<file path="config.mk">
export PLATFORM = sky130hd
export DESIGN_NAME = addr_seq_detector
export DESIGN_NICKNAME = d
export VERILOG_FILES = /design/src/rtl/seqdet_pkg.sv /design/src/rtl/seqdet_bus_sampler.sv /design/src/rtl/seqdet_key_match.sv /design/src/rtl/seqdet_tracker.sv /design/src/rtl/addr_seq_detector.sv
export SDC_FILE = /design/constraint.sdc
export NUM_CORES = 1
export LEC_CHECK = 0
export ABC_AREA = 1
export BUFFER_PORTS_ARGS = -buffer_cell sky130_fd_sc_hd__buf_4
export CORE_MARGIN = 1
export CORE_UTILIZATION = 52
export DETAILED_ROUTE_END_ITERATION = 10
export PLACE_DENSITY_LB_ADDON = 0.15
export SYNTH_ARGS = -nofsm -noshare
export SYNTH_HDL_FRONTEND = slang
export SYNTH_SLANG_ARGS = --single-unit
</file>
<file path="constraint.sdc">
create_clock -name clk -period 1.9 [get_ports clk]
set_input_delay 0.095 -clock clk [delete_from_list [all_inputs] [get_ports clk]]
set_output_delay 0.095 -clock clk [all_outputs]
set_load 0.01 [all_outputs]
</file>
<file path="src/rtl/seqdet_pkg.sv">
// Package: shared widths, the fixed store key addresses and the
// bus event type used between the sampler and the tracker.
package seqdet_pkg;

    localparam int unsigned ADDR_W     = 13;
    localparam int unsigned SEQ_LEN    = 6;
    localparam int unsigned STEP_W     = $clog2(SEQ_LEN + 1);
    localparam int unsigned LAST_STEP  = SEQ_LEN - 1;

    typedef logic [ADDR_W-1:0] addr_t;
    typedef logic [STEP_W-1:0] step_t;

    // Keys shared by both commands (first three reads)
    localparam addr_t KEY_A = 13'h0000;
    localparam addr_t KEY_B = 13'h1555;
    localparam addr_t KEY_C = 13'h0AAA;
    // Tail of the store command
    localparam addr_t STORE_D = 13'h1FFF;
    localparam addr_t STORE_E = 13'h10F0;
    localparam addr_t STORE_F = 13'h0F0F;

    // One decoded bus access, valid for a single cycle
    typedef struct packed {
        logic rd;
        logic wr;
    } bus_evt_t;

endpackage

</file>
<file path="src/rtl/seqdet_bus_sampler.sv">
// Module: seqdet_bus_sampler
// Samples the asynchronous-style bus pins on clk and turns them into
// single-cycle read and write events. A read event is the rise of
// (ce low and we high), or a falling oe while that condition holds.
// A write event is the rise of (ce low and we low).
// Assumes: the pins are stable around the clock edges, so one
// register stage is enough. Events are valid one edge after the
// bus change.
module seqdet_bus_sampler
    import seqdet_pkg::*;
(
    input  logic     clk,
    input  logic     rst_n,
    input  addr_t    addr_i,
    input  logic     ce_n_i,
    input  logic     we_n_i,
    input  logic     oe_n_i,
    output addr_t    addr_o,
    output bus_evt_t evt_o
);

    logic rd_lvl, rd_lvl_q;
    logic wr_lvl, wr_lvl_q;
    logic oe_lvl, oe_lvl_q;
    addr_t addr_s;

    // Sample the pins and keep the previous sample for edge detection
    always_ff @(posedge clk) begin
        if (!rst_n) begin
            rd_lvl   <= 1'b0;
            wr_lvl   <= 1'b0;
            oe_lvl   <= 1'b0;
            rd_lvl_q <= 1'b0;
            wr_lvl_q <= 1'b0;
            oe_lvl_q <= 1'b0;
            addr_s   <= '0;
        end else begin
            rd_lvl   <= ~ce_n_i & we_n_i;
            wr_lvl   <= ~ce_n_i & ~we_n_i;
            oe_lvl   <= ~oe_n_i;
            rd_lvl_q <= rd_lvl;
            wr_lvl_q <= wr_lvl;
            oe_lvl_q <= oe_lvl;
            addr_s   <= addr_i;
        end
    end

    // Decode the edges into one-cycle events
    always_comb begin
        evt_o.rd = rd_lvl & (~rd_lvl_q | (oe_lvl & ~oe_lvl_q));
        evt_o.wr = wr_lvl & ~wr_lvl_q;
    end

    assign addr_o = addr_s;

endmodule

</file>
<file path="src/rtl/seqdet_key_match.sv">
// Module: seqdet_key_match
// Compares the sampled address against every key of one command and
// picks out the comparison for the current step.
// Assumes: KEYS packs SEQ_LEN addresses, with step 0 in the low bits.
module seqdet_key_match
    import seqdet_pkg::*;
#(
    parameter logic [SEQ_LEN*ADDR_W-1:0] KEYS = '0
)
(
    input  addr_t addr_i,
    input  step_t step_i,
    output logic  hit_o,
    output logic  first_hit_o
);

    logic [SEQ_LEN-1:0] hit_vec;

    // One comparator per position in the command
    for (genvar g = 0; g < SEQ_LEN; g++) begin : g_cmp
        assign hit_vec[g] = (addr_i == KEYS[g*ADDR_W +: ADDR_W]);
    end

    // Select the comparator for the step being waited on
    always_comb begin
        hit_o = 1'b0;
        for (int i = 0; i < SEQ_LEN; i++) begin
            if (step_i == step_t'(i)) hit_o = hit_vec[i];
        end
    end

    assign first_hit_o = hit_vec[0];

endmodule

</file>
<file path="src/rtl/seqdet_tracker.sv">
// Module: seqdet_tracker
// Keeps the progress count and one "still possible" flag for each
// command. Issues one-cycle requests when the last read matches.
// Assumes: rd and wr are never both high. busy is used at the edge
// where it is seen, with no register in between.
module seqdet_tracker
    import seqdet_pkg::*;
(
    input  logic     clk,
    input  logic     rst_n,
    input  logic     busy_i,
    input  bus_evt_t evt_i,
    input  logic     store_hit_i,
    input  logic     recall_hit_i,
    input  logic     first_hit_i,
    output step_t    step_o,
    output logic     store_o,
    output logic     recall_o
);

    step_t step_r;
    logic  store_live, recall_live;
    logic  store_ok, recall_ok, last_step;

    // Which commands can still accept this read
    always_comb begin
        store_ok  = store_live & store_hit_i;
        recall_ok = recall_live & recall_hit_i;
        last_step = (step_r == step_t'(LAST_STEP));
    end

    // Move the progress state forward, cancel it or restart it, and fire requests
    always_ff @(posedge clk) begin
        if (!rst_n) begin
            step_r      <= '0;
            store_live  <= 1'b1;
            recall_live <= 1'b1;
            store_o     <= 1'b0;
            recall_o    <= 1'b0;
        end else begin
            store_o  <= 1'b0;
            recall_o <= 1'b0;
            if (busy_i || evt_i.wr) begin
                step_r      <= '0;
                store_live  <= 1'b1;
                recall_live <= 1'b1;
            end else if (evt_i.rd) begin
                if (store_ok || recall_ok) begin
                    if (last_step) begin
                        store_o     <= store_ok;
                        recall_o    <= recall_ok;
                        step_r      <= '0;
                        store_live  <= 1'b1;
                        recall_live <= 1'b1;
                    end else begin
                        step_r      <= step_r + step_t'(1);
                        store_live  <= store_ok;
                        recall_live <= recall_ok;
                    end
                end else begin
                    step_r      <= first_hit_i ? step_t'(1) : '0;
                    store_live  <= 1'b1;
                    recall_live <= 1'b1;
                end
            end
        end
    end

    assign step_o = step_r;

endmodule

</file>
<file path="src/rtl/addr_seq_detector.sv">
// Module: addr_seq_detector (top)
// Recognises the store and recall commands hidden in the order of
// read addresses, and issues one-cycle request pulses.
// Assumes: a store controller raises busy while it transfers data.
// Results appear two clock edges after the bus access begins.
module addr_seq_detector
    import seqdet_pkg::*;
#(
    parameter addr_t RCL_KEY_D = 13'h1FFF,
    parameter addr_t RCL_KEY_E = 13'h10F0,
    parameter addr_t RCL_KEY_F = 13'h0E0F
)
(
    input  logic        clk,
    input  logic        rst_n,
    input  logic [12:0] addr,
    input  logic        ce_n,
    input  logic        we_n,
    input  logic        oe_n,
    input  logic        busy,
    output logic        store_req,
    output logic        recall_req,
    output logic [2:0]  seq_step
);

    localparam logic [SEQ_LEN*ADDR_W-1:0] STORE_KEYS =
        {STORE_F, STORE_E, STORE_D, KEY_C, KEY_B, KEY_A};
    localparam logic [SEQ_LEN*ADDR_W-1:0] RECALL_KEYS =
        {RCL_KEY_F, RCL_KEY_E, RCL_KEY_D, KEY_C, KEY_B, KEY_A};

    addr_t    addr_s;
    bus_evt_t evt;
    step_t    step;
    logic     store_hit, recall_hit, first_hit, first_hit_unused;

    seqdet_bus_sampler u_sampler (
        .clk    (clk),
        .rst_n  (rst_n),
        .addr_i (addr),
        .ce_n_i (ce_n),
        .we_n_i (we_n),
        .oe_n_i (oe_n),
        .addr_o (addr_s),
        .evt_o  (evt)
    );

    seqdet_key_match #(.KEYS(STORE_KEYS)) u_store_match (
        .addr_i      (addr_s),
        .step_i      (step),
        .hit_o       (store_hit),
        .first_hit_o (first_hit)
    );

    seqdet_key_match #(.KEYS(RECALL_KEYS)) u_recall_match (
        .addr_i      (addr_s),
        .step_i      (step),
        .hit_o       (recall_hit),
        .first_hit_o (first_hit_unused)
    );

    seqdet_tracker u_tracker (
        .clk          (clk),
        .rst_n        (rst_n),
        .busy_i       (busy),
        .evt_i        (evt),
        .store_hit_i  (store_hit),
        .recall_hit_i (recall_hit),
        .first_hit_i  (first_hit | first_hit_unused),
        .step_o       (step),
        .store_o      (store_req),
        .recall_o     (recall_req)
    );

    assign seq_step = step;

endmodule

</file>
==> results.yml <==
sta:
  fin_crit_ns: 1.68
  rsz0062_at_grt: "false"
  drv_slew: 0
  fmax_mhz: 597
  fin_crit_sh: 0.882
  fin_skew_ns: 0.00947
  setup_viol: 0
  relSlewSlack: 0.711
  fin_tns_setup_ns: 0
  worst_pin_slew_ns: 0.430
  hold_violations: 0
synthesis:
  synth_cells: 162
  syn_nets: 182
  netlist_area_mm2: 0.00114
  synth_seq_area_share: 0.457
  ys_types: 21
  syn_area_per_cell_um2: 7.04
  yosysWarnings: 0
  ys_ff_latch: 26
worst_setup_path:
  arrival_ns: 1.93
  crit_required_ns: 2.16
  crit_path_end_kind: "flop"
  crit_path_start_kind: "flop"
  critPathMaxFanout: 6
  crit_type: "flop to flop"
detailed_routing:
  drt_iter0_drc: 23
  drt-total-wl_um: 2500
  drc: 0
  vias: 1113
  drt_pass1_iterations: 4
  wire_per_inst_um: 10.8
  detail-route-antenna-nets: 0
  via_per_inst: 4.82
finish:
  nNetsFinal: 225
  final_cell_mix: "nand2_1 (37), inv_1 (33), dfxtp_1 (25), buf_4 (24), nor2_1 (23)"
  final_common_cell: "nand2_1"
  drive_above_1_share: 0.191
  diodes: 0
  layout.cells.non_filler: 231
  area_growth_pct: 35.5
  fillers: 146
power_and_ir_drop:
  power.leakage_nw: 0.787
  power.density_mw_per_mm2: 630
  finalPower_mw: 0.972
  peakVddDrop_uv: 549
place:
  dp_hpwl_um: 1700
  place_inst: 211
  portBuffers: 23
  gp_congestion: 0.922
grt:
  grt_start_max_net_pins: 18
  antenna_found_initial: 0
  track_usage: 0.242
  grt.overflow.total: 0
  grt_pass1_vias: 1052
  grt_pass1_wl_um: 4390
floorplanning:
  coreArea_mm2: 0.00200
  dieWidth_um: 48.8
  io_pins: 24
  initial_core_util: 0.569
  design.die.area_mm2: 0.00238
  die_h_um: 48.8
  fp-row-count: 16
clock_tree:
  cts_tree: "done"
  clkSlewWorstSetupHoldPaths_ns: 0.14
  cts_sinks: 26
  cts_made_buffers: 3
  clk_latency_ns: 0.32
  clockRootBuffer: "clkbuf_4"
  max-clock-path-buffers: 2
  cts_max_level: 1
  cts_setup_buffers: 0
job:
  cap_violations: 0
hold_path:
  worstHoldPathType: "input pin to flop"
status:
  outcome: "complete, no violations"
-- Yosys cell counts, drive strengths merged --
master	number	area, um2
nor2	24	92.6
nand2	39	151
a41oi	1	8.76
a21oi	4	27.5
dfxtp	26	521
clkbuf	2	7.51
nand4	4	25.0
nor4	1	6.26
ha	1	12.5
a211o	2	17.5
o21ai	3	15.0
nor3b	1	7.51
nand3	13	75.1
inv	34	128
nor3	7	45.0
-- worst max-delay path, cell delays in order (launching register included) --
cell	delay (ns)
dfxtp_1	0.46
inv_1	0.09
nor2_2	0.10
nand2_1	0.07
nor2_1	0.11
nand2_1	0.06
nand2_1	0.07
nand2_1	0.05
nand2_1	0.05
nand2_1	0.06
nand2_2	0.09
nand3_2	0.09
nand2_2	0.09
nand3_1	0.09
a21oi_2	0.12
-- cell type report --
type                            instances  area (um2)  area share
Clock buffer                            4        36.3      0.0235
Inverter                               34         128      0.0827
Multi-Input combinational cell        100         484       0.314
Sequential cell                        26         522       0.338
Tap cell                               27        33.8      0.0219
Timing Repair Buffer                   40         340       0.220
-- cells by family (layout without fill, tap and decap cells) --
family          Yosys count  count (layout)  share of synthesized area
buf+inv                  36              78                      0.119
flops                    26              26                      0.457
simple gates             89              89                      0.353
compound gates           10              10                     0.0604
fa+ha+maj                 1               1                     0.0110
-- sequential cells by signal (all words and copies together) (netlist names) --
register,flops
u_sampler.oe_lvl,1
u_tracker.recall_o,1
u_tracker.recall_live,1
u_tracker.store_o,1
u_sampler.rd_lvl_q,1
u_tracker.step_o,3
u_sampler.oe_lvl_q,1
u_sampler.wr_lvl,1
u_tracker.store_live,1
u_sampler.rd_lvl,1
u_sampler.wr_lvl_q,1
u_sampler.addr_o,13
-- final timing paths --
kind | from | to | slack (ns) | cells past startpoint
max | u_sampler.addr_o[12] | u_tracker.step_o[1] | 0.22 | 14
max reg2reg | u_sampler.addr_o[12] | u_tracker.step_o[1] | 0.22 | 14
min reg2reg | u_sampler.wr_lvl | u_sampler.wr_lvl_q | 0.44 | 2
min | rst_n | u_sampler.addr_o[3] | 0.07 | 3
-- power by group --
part	internal [mW]	total, mW	switching [mW]
sequential	0.566	0.579	0.0129
combinational	0.0648	0.121	0.0567
clock	0.117	0.272	0.155
total	0.748	0.972	0.224
-- routing by layer --
layer | up-vias | routed length, um | global-route usage
li1 | 580 | - | -
met1 | 487 | 1100 | 0.310
met2 | 40 | 1220 | 0.405
met3 | 6 | 135 | 0.0374
met4 | 0 | 46 | 0.103
met5 | - | 0 | 0
-- what timing repair did --
action	in CTS	in global routing
endpoints found under the setup margin	0	1
hold endpoints to repair	16	0
gates resized for setup	0	1
hold buffers	16	0
-- per-stage QoR --
stage	hold WS [ns]	cell area (um2)	setup slack, ns	util
after floorplan	0.167	1140	0.388	-
after global placement	0.253	1350	0.285	0.673
after detailed placement	0.254	1350	0.243	0.673
after CTS	0.0607	1540	0.203	0.771
after global routing	0.0656	1540	0.0715	0.771
final	0.0674	1540	0.224	0.771
Note: power is estimated with default switching activity, not from simulation.
